File: src/rtl/lsm_pkg.sv
package lsm_pkg;
  typedef enum logic [1:0] {
    AM_INC_AFTER  = 2'd0,
    AM_INC_BEFORE = 2'd1,
    AM_DEC_AFTER  = 2'd2,
    AM_DEC_BEFORE = 2'd3
  } amode_t;

  typedef enum logic {ST_IDLE = 1'b0, ST_RUN = 1'b1} seq_state_t;

  function automatic int unsigned ones_in(input logic [63:0] v, input int unsigned w);
    int unsigned c;
    c = 0;
    for (int unsigned i = 0; i < w; i++) c += int'(v[i]);
    return c;
  endfunction
endpackage

File: src/rtl/bit_pick.sv
module bit_pick #(
  parameter int N  = 16,
  localparam int IW = $clog2(N)
) (
  input  logic [N-1:0]  vec,
  input  logic          from_top,
  output logic [IW-1:0] idx,
  output logic          any
);
  always_comb begin
    idx = '0;
    any = |vec;
    if (from_top) begin
      for (int i = 0; i < N; i++)
        if (vec[i]) idx = IW'(i);
    end else begin
      for (int i = N - 1; i >= 0; i--)
        if (vec[i]) idx = IW'(i);
    end
  end
endmodule

File: src/rtl/xfer_addr_calc.sv
module xfer_addr_calc
  import lsm_pkg::*;
#(
  parameter int AW = 32,
  parameter int NREG = 16,
  parameter int WORD_BYTES = 4,
  localparam int CW = $clog2(NREG + 1)
) (
  input  logic [AW-1:0] base,
  input  amode_t        mode,
  input  logic          is_load,
  input  logic [CW-1:0] count,
  output logic [AW-1:0] first,
  output logic [AW-1:0] final_addr,
  output logic          desc
);
  localparam logic [AW-1:0] STEP = AW'(WORD_BYTES);
  logic [AW-1:0] span, low;

  always_comb begin
    span = AW'(count) * STEP;
    unique case (mode)
      AM_INC_AFTER:  low = base;
      AM_INC_BEFORE: low = base + STEP;
      AM_DEC_AFTER:  low = base - span + STEP;
      default:       low = base - span;
    endcase
    desc = !is_load && mode[1];
    first = (desc && count != '0) ? low + span - STEP : low;
    final_addr = mode[1] ? base - span : base + span;
  end
endmodule

File: src/rtl/blk_xfer_seq.sv
module blk_xfer_seq
  import lsm_pkg::*;
#(
  parameter int AW = 32,
  parameter int NREG = 16,
  parameter int WORD_BYTES = 4,
  localparam int IW = $clog2(NREG),
  localparam int CW = $clog2(NREG + 1)
) (
  input  logic            clk,
  input  logic            rst,
  input  logic            start,
  input  logic            is_load,
  input  logic [1:0]      mode,
  input  logic            wb_en,
  input  logic [NREG-1:0] reg_mask,
  input  logic [AW-1:0]   base_addr,
  input  logic            mem_rdy,
  output logic            busy,
  output logic            xfer_vld,
  output logic            xfer_wr,
  output logic [AW-1:0]   xfer_addr,
  output logic [IW-1:0]   xfer_idx,
  output logic            done,
  output logic            wb_vld,
  output logic [AW-1:0]   wb_addr
);
  localparam logic [AW-1:0] STEP = AW'(WORD_BYTES);

  seq_state_t      state;
  logic [NREG-1:0] mask_q, scan_in;
  logic            desc_q, wben_q;
  logic [AW-1:0]   fin_q;
  logic [CW-1:0]   cnt;
  logic [AW-1:0]   calc_first, calc_final;
  logic            calc_desc, pick_any, scan_dir;
  logic [IW-1:0]   pick_idx;

  assign cnt = CW'(ones_in(64'(reg_mask), NREG));

  xfer_addr_calc #(.AW(AW), .NREG(NREG), .WORD_BYTES(WORD_BYTES)) u_calc (
    .base(base_addr), .mode(amode_t'(mode)), .is_load(is_load), .count(cnt),
    .first(calc_first), .final_addr(calc_final), .desc(calc_desc)
  );

  assign scan_in  = (state == ST_IDLE) ? reg_mask
                                       : (mask_q & ~(NREG'(1) << xfer_idx));
  assign scan_dir = (state == ST_IDLE) ? calc_desc : desc_q;

  bit_pick #(.N(NREG)) u_pick (
    .vec(scan_in), .from_top(scan_dir), .idx(pick_idx), .any(pick_any)
  );

  assign busy = (state == ST_RUN);

  always_ff @(posedge clk) begin
    if (rst) begin
      state <= ST_IDLE;
      mask_q <= '0;
      desc_q <= 1'b0;
      wben_q <= 1'b0;
      fin_q <= '0;
      xfer_vld <= 1'b0;
      xfer_wr <= 1'b0;
      xfer_addr <= '0;
      xfer_idx <= '0;
      done <= 1'b0;
      wb_vld <= 1'b0;
      wb_addr <= '0;
    end else begin
      done <= 1'b0;
      wb_vld <= 1'b0;
      unique case (state)
        ST_IDLE: begin
          if (start) begin
            desc_q <= calc_desc;
            wben_q <= wb_en;
            fin_q <= calc_final;
            xfer_wr <= !is_load;
            if (pick_any) begin
              state <= ST_RUN;
              mask_q <= reg_mask;
              xfer_vld <= 1'b1;
              xfer_idx <= pick_idx;
              xfer_addr <= calc_first;
            end else begin
              done <= 1'b1;
              wb_vld <= wb_en;
              wb_addr <= calc_final;
            end
          end
        end
        default: begin
          if (mem_rdy) begin
            mask_q <= scan_in;
            if (pick_any) begin
              xfer_idx <= pick_idx;
              xfer_addr <= desc_q ? xfer_addr - STEP : xfer_addr + STEP;
            end else begin
              state <= ST_IDLE;
              xfer_vld <= 1'b0;
              done <= 1'b1;
              wb_vld <= wben_q;
              wb_addr <= fin_q;
            end
          end
        end
      endcase
    end
  end


  reset_quiet_chk: assert property (@(posedge clk) rst |=> !busy && !xfer_vld && !done && !wb_vld);

  beat_hold_chk: assert property (@(posedge clk) disable iff (rst)
    xfer_vld && !mem_rdy |=> xfer_vld && $stable(xfer_addr) && $stable(xfer_idx));

  word_step_chk: assert property (@(posedge clk) disable iff (rst)
    xfer_vld && mem_rdy |=> !xfer_vld || xfer_addr == $past(xfer_addr) + STEP
                                      || xfer_addr == $past(xfer_addr) - STEP);

  order_chk: assert property (@(posedge clk) disable iff (rst)
    xfer_vld && mem_rdy |=> !xfer_vld || (desc_q ? xfer_idx < $past(xfer_idx)
                                                 : xfer_idx > $past(xfer_idx)));

  done_pulse_chk: assert property (@(posedge clk) disable iff (rst) done |=> !done);

  done_idle_chk: assert property (@(posedge clk) disable iff (rst) done |-> !busy && !xfer_vld);

  wb_with_done_chk: assert property (@(posedge clk) disable iff (rst) wb_vld |-> done);

  start_busy_chk: assert property (@(posedge clk) disable iff (rst)
    busy && start && !mem_rdy |=> busy && $stable(xfer_addr) && $stable(xfer_idx));
endmodule

File: config.mk
export PLATFORM = sky130hd
export DESIGN_NAME = blk_xfer_seq
export DESIGN_NICKNAME = d
export VERILOG_FILES = /design/src/rtl/lsm_pkg.sv /design/src/rtl/bit_pick.sv /design/src/rtl/xfer_addr_calc.sv /design/src/rtl/blk_xfer_seq.sv
export SDC_FILE = /design/constraint.sdc
export NUM_CORES = 1
export LEC_CHECK = 0
export BUFFER_PORTS_ARGS = -buffer_cell sky130_fd_sc_hd__buf_2
export CORE_MARGIN = 2
export CORE_UTILIZATION = 41
export DETAILED_ROUTE_END_ITERATION = 8
export PLACE_DENSITY_LB_ADDON = 0.12
export SETUP_SLACK_MARGIN = 0.5
export SYNTH_ARGS = -nofsm -noshare
export SYNTH_HDL_FRONTEND = slang
export SYNTH_SLANG_ARGS = --single-unit
File: constraint.sdc
create_clock -name clk -period 10.3 [get_ports clk]
set_input_delay 1.03 -clock clk [delete_from_list [all_inputs] [get_ports clk]]
set_output_delay 1.03 -clock clk [all_outputs]
set_load 0.01 [all_outputs]
==> results.md <==
- Placed Area: between 0.01 and 0.015 mm²
- Setup Skew: ~7.6 ps
- Hold path startpoint: wb_addr[1]
- Worst setup EP type: register
- Cell area power density: ~200 mW/mm²
- Top cells by count, synth: nand2_1 (230), nor2_1 (192), a21oi_1 (172)
- Cell count of the worst reg-to-reg path: 17
- Global-route wire length before repair: between 60 and 70 mm
- Synth Register Bits: roughly 120
- Register Area: between 0.002 and 0.0025 mm²
- Yosys cell types: 93
- Core area: 0.0304 mm²
- Synth Instances: around 1,800
- Reg clk slew, reported paths: about 60 ps
- H-Tree Level Count: 4
- Lkg Pwr: ~0.006 µW
- Fin. Hold Viols: 0
- Synthesis-to-finish area growth: 16.9%
- Initial antenna violation count: 2
- Vias in the first global route: roughly 12,000
- Total die area: roughly 0.032 mm²
- Initial Util: 0.414
- CP max-delay cell: fa_1
- Ys async rst share: 0
- Top cells by area, synth: dfxtp_1 (20%), ha_1 (7.6%), nand2_1 (6.8%)
- Startpoint Class: primary input
- CP Class: primary input to register
- RSZ-0062 raised after global routing: false
- Worst Hold Class: register to register
- Rows: 64
- Number of synthesized flops with an enable pin: 0
- Count leader, synth: nand2_1
- Routed via count: ~13,000
- Filler cells: 3,115
- Critical path arrival: roughly 9700 ps
- Clock Tree Buf Depth: 2
- Status: finished, final reports clean
- I/O Buffers: 128
- Hold-critical path depth: 2
- R2R setup slack: slightly below 5000 ps
- Slew HR: 0.215
- CTS root buf: clkbuf_16
- Largest net degree at the start of global routing: between 80 and 90
- CP required: 10,630 ps
- Post-synthesis sequential area ratio: 0.195
- Cell accounting for the most synthesized area: dfxtp_1
- Multi-input gate area: roughly 0.0096 mm²
- Dominant synthesized flop cell: dfxtp_1
- R2R Path End: xfer_addr[31]
- CTS tree: yes
- Die Height: about 180 µm
- Final GP Congestion: 0.942
- Starting DRT DRC Count: 1,339
- # IOs: approximately 130
- First-pass DRT Iterations: 6
- Non-filler cells, final: about 2,300
- DP Worst Slack: -72.7 ps
- Period utilization: 0.914
- Count of final max-slew check failures: 0
- Synth Area per Inst: 7.02 µm²
- Post-Place Cells: ~2,300
- Final setup violation count: 0
- TritonCTS Buffers: 17
- VDD IR max: around 140 µV
- Post-route setup slack: about 900 ps
- Worst Hold Path EP: wb_addr[1]
- Detail Route Antenna Nets: 0
- DIE WIDTH: approximately 180 µm
- Number of max-cap violations: 0
- Layout net count: 2,048
- Cell Area, Synth: around 0.013 mm²
- Worst R2R Start: desc_q
- Detailed placer's ending HPWL: 32.6 mm
- Fmax: about 110 MHz
- Grt ovf: 0
- Synth top area share: 0.195
- Routed len/inst: about 19 µm
- Syn_nets: roughly 1,900
- Design area: 0.0147 mm²
- Slew @ Worst Pin: 1180 ps
- DRC Markers: 0
- Drt total wl: 43.3 mm
- Worst-path fanout max: 6
- Worst-Skew Late Latency: between 400 and 500 ps
- Share of cells above drive strength 1: 0.172
- Final Critical Period: 9420 ps
- Via density: between 5 and 6
- Ys Warns: 0
- Overall routing resource usage: 0.269
- Slowest Stage Delay on Critical Path: 540 ps
- CTS sink cnt: roughly 120
[power by group]
group / internal [µW] / switching (µW)
combinational: 733 / 1020
sequential: 518 / 34.9
clock: 352 / 242
[worst max-delay path by stage]
| stage | from | to | slack, ps | cells after the start |
|---|---|---|---|---|
| global placement | reg_mask[5] | xfer_addr[28] | 50 | 37 |
| floorplan | reg_mask[0] | xfer_addr[31] | 680 | 39 |
| detailed placement | reg_mask[5] | xfer_addr[28] | -70 | 39 |
| CTS | reg_mask[5] | xfer_addr[28] | 530 | 38 |
| global route | reg_mask[9] | xfer_addr[31] | 480 | 38 |
| finish | reg_mask[9] | xfer_addr[31] | 880 | 37 |
[state kept, by name (all words and copies together), names as in the netlist]
name and cells:
mask_q 16, desc_q 1, xfer_idx 4, xfer_addr 32, fin_q 32, xfer_wr 1
wb_vld 1, wben_q 1, busy 1, xfer_vld 1, wb_addr 32, done 1
[routing by layer]
| metal | share of wire | global-route usage | vias up |
|---|---|---|---|
| met3 | 0.049 | 0.0373 | 66 |
| met4 | 0.025 | 0.0907 | 2 |
| li1 | - | - | 6632 |
| met2 | 0.46 | 0.434 | 393 |
| met1 | 0.46 | 0.368 | 6396 |
| met5 | 0.00023 | 0 | - |
[metrics by stage]
stage / hold WS, ps / utilization / power [µW] / TNS [ps]
finish: 450 / 0.484 / 2900 / 0
global route: 473 / 0.484 / 3130 / 0
CTS: 454 / 0.473 / 2780 / 0
detailed placement: 441 / 0.452 / 2150 / -99.7
global placement: 438 / 0.452 / 2120 / 0
floorplan: 436 / - / 1700 / 0
[critical path: cells and delay by family]
kind / cells / cell delay [ps]
AO/OA/AOI/OAI: 14 / 3410
XOR/XNOR: 2 / 340
adder cells (fa/ha/maj): 8 / 3140
buffers and inverters: 6 / 540
AND/OR/NAND/NOR: 7 / 1260
[repair_timing]
| action | CTS | global route |
|---|---|---|
| resized for setup | 8 | 51 |
| pin swaps | 3 | 22 |
| setup buffers | 3 | 11 |
| endpoints found under the setup margin | 3 | 13 |
| hold buffers | 0 | 0 |
[cell families after synthesis]
kind of cell	count (synthesis)	share of synthesized area
AO/OA/AOI/OAI	525	0.275
XOR/XNOR	119	0.0833
adder cells (fa/ha/maj)	91	0.0986
buffers and inverters	223	0.0684
flip-flops	123	0.195
multiplexers	25	0.0200
AND/OR/NAND/NOR	689	0.260
[cells in the final DEF (no fill, tap or decap), types with 49 or more instances in the layout]
cell type  synthesis  layout
a211oi_1          53      49
a21oi_1          172     168
buf_2              8     127
buf_4              0      73
dfxtp_1          123     122
ha_1              77      74
inv_1            105     105
nand2_1          230     230
nor2_1           192     189
o21ai_0          102      99
xnor2_1           85      84
[layout make-up]
type / count / area share
Inverter: 110 / 0.0280
Clock inverter: 12 / 0.00773
Multi-Input combinational cell: 1449 / 0.651
Antenna cell: 2 / 0.000340
Tap cell: 396 / 0.0336
Timing Repair Buffer: 200 / 0.0803
Clock buffer: 20 / 0.0317
Sequential cell: 123 / 0.167
(Power assumes the default switching activity.)
